### src/rtl/insn_sched_pkg.sv
package insn_sched_pkg;

  typedef enum logic [2:0] {
    S_IDLE    = 3'd0,
    S_INST    = 3'd1,
    S_PRFX    = 3'd2,
    S_LDC     = 3'd3,
    S_PCSTALL = 3'd4,
    S_STOP    = 3'd5
  } schedState_t;

  typedef enum logic [1:0] {
    R_INVALID = 2'd0,
    R_DBLPFX  = 2'd1,
    R_OVL     = 2'd2,
    R_HALT    = 2'd3
  } stopReason_t;

  // Strobes from control into the cause/overlay datapath
  typedef struct packed {
    logic        latchStop;
    stopReason_t reason;
    logic        latchOvl;
  } ctrlStrobe_t;

endpackage

### src/rtl/insn_sched_dp.sv
module insn_sched_dp
  import insn_sched_pkg::*;
#(
  parameter int OVL_W = 8
) (
  input  logic             clk,
  input  logic             rstN,
  input  ctrlStrobe_t      strobe,
  input  logic [OVL_W-1:0] ovlNum,
  output logic             ovlIsHalt,
  output logic [1:0]       stopReason,
  output logic [OVL_W-1:0] ovlOut
);

  localparam logic [OVL_W-1:0] HALT_OVL = {OVL_W{1'b1}};

  stopReason_t      reasonQ;
  logic [OVL_W-1:0] ovlQ;

  assign ovlIsHalt = (ovlNum == HALT_OVL);

  always_ff @(posedge clk) begin
    if (!rstN) begin
      reasonQ <= R_INVALID;
      ovlQ    <= '0;
    end else begin
      if (strobe.latchStop) reasonQ <= strobe.reason;
      if (strobe.latchOvl)  ovlQ    <= ovlNum;
    end
  end

  assign stopReason = reasonQ;
  assign ovlOut     = ovlQ;

  // the reported cause only moves when a new stop is latched
  p_reason_stable_r10: assert property (@(posedge clk) disable iff (!rstN)
    !strobe.latchStop |=> $stable(stopReason));

  // an overlay request to the reserved number reports halt
  p_halt_code_r9: assert property (@(posedge clk) disable iff (!rstN)
    (strobe.latchOvl && ovlIsHalt) |=> (stopReason == R_HALT && ovlOut == HALT_OVL));

endmodule

### src/rtl/insn_sched_ctrl.sv
module insn_sched_ctrl
  import insn_sched_pkg::*;
(
  input  logic        clk,
  input  logic        rstN,
  input  logic        runMode,
  input  logic        stepReq,
  input  logic        stopClr,
  input  logic        isPrefix,
  input  logic        isLdc,
  input  logic        writesPc,
  input  logic        isOvl,
  input  logic        invalid,
  input  logic        ovlIsHalt,
  output schedState_t state,
  output ctrlStrobe_t strobe,
  output logic        fetchStall,
  output logic        wbEn,
  output logic        pcIncEn
);

  schedState_t stateNext;
  logic        inExec;
  logic        dblPrefix;
  logic        stopNow;
  schedState_t afterDone;
  stopReason_t reasonNext;

  assign inExec    = (state == S_INST) || (state == S_PRFX);
  assign dblPrefix = (state == S_PRFX) && isPrefix;
  assign stopNow   = inExec && (invalid || dblPrefix || isOvl);
  assign afterDone = runMode ? S_INST : S_IDLE;

  always_comb begin
    if (invalid)        reasonNext = R_INVALID;
    else if (dblPrefix) reasonNext = R_DBLPFX;
    else if (ovlIsHalt) reasonNext = R_HALT;
    else                reasonNext = R_OVL;
  end

  always_comb begin
    stateNext = state;
    unique case (state)
      S_IDLE: if (runMode || stepReq) stateNext = S_INST;
      S_INST, S_PRFX: begin
        if (stopNow)       stateNext = S_STOP;
        else if (isPrefix) stateNext = S_PRFX;
        else if (isLdc)    stateNext = S_LDC;
        else if (writesPc) stateNext = S_PCSTALL;
        else if (state == S_PRFX) stateNext = S_INST; // no idle exit after a prefix
        else               stateNext = afterDone;
      end
      S_LDC, S_PCSTALL: stateNext = afterDone;
      S_STOP: if (stopClr) stateNext = S_IDLE;
      default: stateNext = S_IDLE;
    endcase
  end

  always_ff @(posedge clk) begin
    if (!rstN) state <= S_IDLE;
    else       state <= stateNext;
  end

  always_comb begin
    strobe.latchStop = stopNow;
    strobe.reason    = reasonNext;
    strobe.latchOvl  = inExec && !invalid && !dblPrefix && isOvl;
  end

  assign pcIncEn    = inExec && !stopNow;
  assign wbEn       = inExec && !stopNow && !isPrefix;
  assign fetchStall = !pcIncEn;

  // the constant-load stall lasts a single cycle
  p_ldc_one_cycle_r4: assert property (@(posedge clk) disable iff (!rstN)
    (state == S_LDC) |=> (state == S_INST || state == S_IDLE));

  // the PC-write stall lasts a single cycle
  p_pcstall_one_cycle_r5: assert property (@(posedge clk) disable iff (!rstN)
    (state == S_PCSTALL) |=> (state == S_INST || state == S_IDLE));

  // a prefix never leads straight to idle
  p_prefix_no_idle_r3: assert property (@(posedge clk) disable iff (!rstN)
    (state == S_PRFX) |=> (state != S_IDLE));

  // stop is left only through the clear
  p_stop_hold_r10: assert property (@(posedge clk) disable iff (!rstN)
    (state == S_STOP && !stopClr) |=> (state == S_STOP));

  // no writeback or PC advance in a cycle that enters stop
  p_stop_no_wb_r11: assert property (@(posedge clk) disable iff (!rstN)
    (inExec && (invalid || isOvl)) |-> (!wbEn && !pcIncEn && fetchStall));

  // the state code stays within the defined set
  p_state_legal_r1: assert property (@(posedge clk) disable iff (!rstN)
    state <= S_STOP);

endmodule

### src/rtl/insn_sched.sv
module insn_sched
  import insn_sched_pkg::*;
#(
  parameter int OVL_W = 8
) (
  input  logic             clk,
  input  logic             rstN,
  input  logic             runMode,
  input  logic             stepReq,
  input  logic             stopClr,
  input  logic             isPrefix,
  input  logic             isLdc,
  input  logic             writesPc,
  input  logic             isOvl,
  input  logic             invalid,
  input  logic [OVL_W-1:0] ovlNum,
  output logic             fetchStall,
  output logic             wbEn,
  output logic             pcIncEn,
  output logic             stopped,
  output logic [1:0]       stopReason,
  output logic [OVL_W-1:0] ovlOut,
  output logic [2:0]       stateOut
);

  schedState_t state;
  ctrlStrobe_t strobe;
  logic        ovlIsHalt;

  insn_sched_ctrl u_ctrl (
    .clk       (clk),
    .rstN      (rstN),
    .runMode   (runMode),
    .stepReq   (stepReq),
    .stopClr   (stopClr),
    .isPrefix  (isPrefix),
    .isLdc     (isLdc),
    .writesPc  (writesPc),
    .isOvl     (isOvl),
    .invalid   (invalid),
    .ovlIsHalt (ovlIsHalt),
    .state     (state),
    .strobe    (strobe),
    .fetchStall(fetchStall),
    .wbEn      (wbEn),
    .pcIncEn   (pcIncEn)
  );

  insn_sched_dp #(.OVL_W(OVL_W)) u_dp (
    .clk       (clk),
    .rstN      (rstN),
    .strobe    (strobe),
    .ovlNum    (ovlNum),
    .ovlIsHalt (ovlIsHalt),
    .stopReason(stopReason),
    .ovlOut    (ovlOut)
  );

  assign stateOut = state;
  assign stopped  = (state == S_STOP);

endmodule

### config.mk
export PLATFORM = sky130hd
export DESIGN_NAME = insn_sched
export DESIGN_NICKNAME = d
export VERILOG_FILES = /design/src/rtl/insn_sched_pkg.sv /design/src/rtl/insn_sched_dp.sv /design/src/rtl/insn_sched_ctrl.sv /design/src/rtl/insn_sched.sv
export SDC_FILE = /design/constraint.sdc
export NUM_CORES = 1
export LEC_CHECK = 0
export BUFFER_PORTS_ARGS = -buffer_cell sky130_fd_sc_hd__buf_2
export CAP_MARGIN = 40
export CORE_MARGIN = 2
export CORE_UTILIZATION = 40
export DETAILED_ROUTE_END_ITERATION = 10
export HOLD_SLACK_MARGIN = 0.08
export PLACE_DENSITY = 0.83
export RECOVER_POWER = 50
export SETUP_SLACK_MARGIN = 0.2
export SYNTH_ARGS = -nofsm -noshare
export SYNTH_HDL_FRONTEND = slang
export SYNTH_SLANG_ARGS = --single-unit
### constraint.sdc
create_clock -name clk -period 1.2 [get_ports clk]
set_input_delay 0.18 -clock clk [delete_from_list [all_inputs] [get_ports clk]]
set_output_delay 0.18 -clock clk [all_outputs]
set_load 0.03 [all_outputs]
; Word-level counts from Yosys, hierarchy flattened
; Index checks and enable logic that the tools add are counted.
[classes]
bitwise = 0
reduce_logical = 20
n_div = 0
addsub = 0
multipliers = 0
n_shift = 0
order_cmp = 0
n_mux = 12
eq_ne = 8
[ops]
columns = cell, count
row1 = two-way mux 3 bit, 7
row2 = case mux 3 bit (4 select lines), 1
row3 = == test 8 bit (second input constant), 1
row4 = logical AND 1 bit, 7
row5 = == test 3 x 2 -> 1 bit (second input constant), 2
row6 = == test 3 bit (second input constant), 2
row7 = logical NOT 1 bit, 5
row8 = logical OR 1 bit, 4
row9 = two-way mux 2 bit, 2
row10 = OR reduction 2 bit, 2
row11 = == test 3 x 1 -> 1 bit (second input constant), 1
row12 = logical NOT 3 bit, 1
row13 = two-way mux 1 bit, 2
row14 = != test 2 x 1 -> 1 bit (second input constant), 1
row15 = != test 2 bit (second input constant), 1
row16 = AND reduction 2 bit, 1
[totals]
reg_bits = 13
mem_bits_ro = 0
elab_cells = 43
ramBits = 0
memories = 0
in_bits = 18
latch_bits = 0
out_inout_bits = 17

; Longest topological paths before layout
[logic_depth]
word_depth = 8
depth_mapped = 6

; Modules after synthesis
; From an unflattened synthesis, not the netlist that was laid out.
[hier_totals]
hier_cells = 75
area_unflattened_um2 = 696.9
[by_module_without_submodules]
columns = mod, cells_each, area_each_um2, seq_area_each_um2, instances
row1 = insn_sched_dp, 34, 390.4, 200.2, 1
row2 = insn_sched_ctrl, 40, 297.8, 60.1, 1
row3 = insn_sched, 1, 8.8, 0.0, 1

; Least setup slack after synthesis
; No wires, ideal clock.
[synth_timing]
path_kind = reg-to-output
start = register u_ctrl.state[1]
end = output port wbEn
required_time_ps = 1020
stages_incl_launch_ff = 5
slack_ps = -764
arrival_ps = 1784
path_buffers = 1
cell_sequence = dfxtp_1 buf_6 nor3b_4 o211ai_1 nor2_1
[synth_between]
elab_chain_len = 8
elab_cells_between_ends = 10
cone_classes = eq/ne: 2 / reduce/logical: 8
[synth_lines]
columns = element, line
row1 = start: declaration, insn_sched_ctrl.sv:15  ; output schedState_t state,
row2 = start signal: assignment, insn_sched_ctrl.sv:61  ; else state <= stateNext;
row3 = == test 3 x 2 -> 1 bit, "insn_sched_ctrl.sv:29, insn_sched_ctrl.sv:30"
row4 = logical AND 1 bit, insn_sched_ctrl.sv:30  ; assign dblPrefix = (state == S_PRFX) && isPrefix;
row5 = logical OR 1 bit (2 in a row), insn_sched_ctrl.sv:31  ; assign stopNow = inExec && (invalid || dblPrefix || isOvl);
row6 = logical AND 1 bit, insn_sched_ctrl.sv:31
row7 = logical NOT 1 bit, insn_sched_ctrl.sv:71  ; assign wbEn = inExec && !stopNow && !isPrefix;
row8 = logical AND 1 bit (*) (2 in a row), insn_sched_ctrl.sv:71
row9 = end: declaration, insn_sched.sv:18  ; output logic wbEn,
; Every way passes the cells marked *; elsewhere a longest branch is shown, timed or not.

; Worst setup path after layout
[layout_timing]
start = register u_ctrl.state[1]
end = output port stopped
[layout_between]
elab_chain_len = 1
[layout_lines]
columns = element, line
row1 = == test 3 bit, insn_sched.sv:60  ; assign stopped = (state == S_STOP);
row2 = end: declaration, insn_sched.sv:20  ; output logic stopped,
; No other way between the ends.

==> results.md <==
- Vias in the first global route: 871
- Die span in y: 46.9 um
- Reg-to-reg slack, setup: -0.27 ns
- Initial DRC count: 18
- Detailed Route WL: 2.49 mm
- H-tree depth: 1
- Half-perimeter wire length of the detailed placement result: 1.54 mm
- Busiest layer in global routing: met2
- Setup violators final: 17
- Hold Crit Class: in2reg
- Slowest cell on the critical path: dfxtp_4
- Hold depth: 3
- Area of the core region: 1730 um2
- Met2 track demand over resource: 0.427
- Combinational family with the most area after synthesis: simple AND/OR/NAND/NOR gates
- DP Worst Slack: -0.133 ns
- Startpoint-to-endpoint class of the critical path: reg2out
- Required time of the critical path: 1.02 ns
- Synth-to-layout area growth: 91.1%
- Worst ir drop on vdd: 0.864 mV
- Global-route met1 utilization: 0.266
- Slew at the pin closest to its max-slew limit: 0.473 ns
- Endpoint class of the critical path: output pin
- RSZ-0062 raised after global routing: yes
- Average size of a mapped cell: 8.44 um2
- Largest driver fanout on the critical path: 7
- Clk_skew: 0.00182 ns
- Design Power: 1.37 mW
- Synth Area in XOR/XNOR: 0
- Initial core utilization: 0.425
- Synth Area in Adders: 0
- Clock network latency to the later pin of the worst-skew pair: 0.27 ns
- Via count: 891
- Startpoint kind of the worst setup timing path: flop
- Worst-case setup margin in the final layout: -0.346 ns
- Hold Buf Count CTS: 0
- Simple-gate share of the synthesized area: 0.348
- Residual antenna-violating net count after detailed routing: 0
- Drt wl/cell: 14.5 um
- Final clock period utilization by the worst path: 1.29
- Multiplexer share of the synthesized area: 0
- Leakage power summed over all cells: 0.582 nW
- Count of cell types in the netlist: 29
- Peak clock frequency supported by timing: 647 MHz
- Most used cells in the layout excluding fill and tap cells: buf_2, buf_4, buf_6
- Number of port buffers: 34
- Number of cells on the worst reg-to-reg path: 8
- Power per Cell Area: 976 nW/um2
- # clock sinks: 13
- Synthesized area: 734 um2
- Boundary pin count: 35
- Sequential cell area fraction in the yosys report: 0.354
- Slowest stage delay, CP: 0.36 ns
- Gr ovfl total: 0
- Overall track demand over capacity in global routing: 0.229
- Arrival @ worst endpoint: 1.37 ns
- Crit path top cell by count: buf_6
- Nets in the synthesized netlist: 105
- Violations in the final reports: negative setup slack
- Share of post-route cells with drive strength above 1: 0.646
- Root buffer cell: clkbuf_4
- Synth Area in Compound Gates: 0.225
- Final Wtd Congestion: 0.859
- Antenna violations before repair: 0
- Buffers from clock root to sink, at most: 2
- Pre-Repair DR Iteration Count: 4
- First-pass GRT wire length: 3.55 mm
- Max-cap check violation count: 0
- Crit path time final: 1.55 ns
- Antenna diode count: 0
- Critical path cell sequence: buf_4 > buf_12 > nand2b_4 > buf_6 > nor2_4 > buf_6
- Yosys synthesis warning count: 0
- Hold Fails Final Rpt: 0
- Total die area: 2190 um2
- Outcome: finished with violations
- Detail-routed via count per cell: 5.18
- Clock tree from TritonCTS: done
- Reg clk slew, reported paths: 0.07 ns
- Pin count of the biggest net entering global routing: 23
- Post-synthesis instance total: 87
- Number of inserted filler cells in the final layout: 122
- Final #Nets: 166
- Remaining max-slew budget at the tightest pin: 0.685
- CTS buffer count: 3
- Horiz. Die Dim: 46.9 um
- Global-route met3 utilization: 0.0115
- # rows: 15
- Number of flip-flops and latches in the synthesized netlist: 13
- Post-detailed-route DRC marker count: 0
- Final Max Tran Viols: 0
-- path summary, 6_finish.rpt --
path / from / endpoint
setup / recovery: u_ctrl.state[1] / stopped
hold / removal: ovlNum[1] / u_dp.ovlOut[1]
setup reg to reg: u_ctrl.state[1] / u_dp.ovlOut[5]
hold reg to reg: u_dp.ovlOut[1] / u_dp.ovlOut[1]
-- per-stage QoR --
stage | hold WS (ns) | utilization | cells | cell area, um2 | setup TNS [ns]
final | 0.156 | 0.813 | 172 | 1400 | -4.02
after floorplan | 0.320 | - | 87 | 767 | -2.49
after CTS | 0.153 | 0.748 | 166 | 1290 | -3.22
after detailed placement | 0.443 | 0.612 | 155 | 1060 | -0.726
after global routing | 0.148 | 0.813 | 172 | 1400 | -4.90
after global placement | 0.440 | 0.612 | 155 | 1060 | -0.343
-- cell usage after synthesis --
master / instances / area share
nor4b_1: 1 / 0.012
a21oi_1: 3 / 0.020
a21boi_2: 1 / 0.015
a31oi_1: 1 / 0.0085
dfxtp_1: 13 / 0.35
inv_1: 3 / 0.015
nand3b_1: 1 / 0.010
nor3b_4: 1 / 0.026
nand4bb_1: 1 / 0.015
o211ai_4: 1 / 0.029
o31a_1: 1 / 0.012
nand3_1: 9 / 0.061
o32ai_4: 1 / 0.037
nor2_1: 6 / 0.031
nand4b_1: 1 / 0.012
buf_2: 1 / 0.0068
buf_6: 3 / 0.046
nor2b_4: 1 / 0.019
or3b_4: 1 / 0.015
nor2b_1: 2 / 0.017
nor3b_1: 1 / 0.010
nand4_1: 2 / 0.017
o21ai_0: 12 / 0.082
nor3_1: 5 / 0.034
o211ai_1: 1 / 0.010
nand2_1: 10 / 0.051
o21a_1: 1 / 0.010
clkbuf_1: 1 / 0.0051
nand2b_1: 2 / 0.017
-- state kept, by name, indices dropped and copies added, names as in the netlist --
register         cells
u_dp.stopReason      2
u_ctrl.state         3
u_dp.ovlOut          8
-- routing by layer --
| layer | routed length [um] | up-vias |
|---|---|---|
| met5 | 0 | - |
| met4 | 58 | 0 |
| met3 | 120 | 6 |
| met2 | 1350 | 38 |
| met1 | 967 | 412 |
| li1 | - | 435 |
-- timing repair --
action | in CTS | in global routing
cloned | 2 | 0
setup endpoints to repair | 20 | 30
hold endpoints to repair | 0 | 0
buffers inserted | 5 | 6
resized for setup | 33 | 33
pin swaps | 11 | 10
-- critical path, delay by kind of cell (launching register included) --
kind	cells	cell delay (ns)
simple gates	2	0.23
buf+inv	4	0.52
flops	1	0.36
-- where the power goes --
| group | internal (mW) | total [mW] | switching, mW |
|---|---|---|---|
| sequential | 0.462 | 0.491 | 0.0296 |
| clock | 0.129 | 0.258 | 0.129 |
| combinational | 0.309 | 0.621 | 0.312 |
-- cell type report --
type / count / area (um2) / share of cell area
Multi-Input combinational cell: 66 / 534 / 0.381
Timing Repair Buffer: 61 / 528 / 0.376
Sequential cell: 13 / 273 / 0.194
Tap cell: 25 / 31.3 / 0.0223
Clock buffer: 4 / 26.3 / 0.0187
Inverter: 3 / 11.3 / 0.00802
-- cell families after synthesis --
kind of cell	Yosys count
simple gates	44
compound gates	22
flops	13
buf+inv	8
Power figures use the tool's default switching activity.
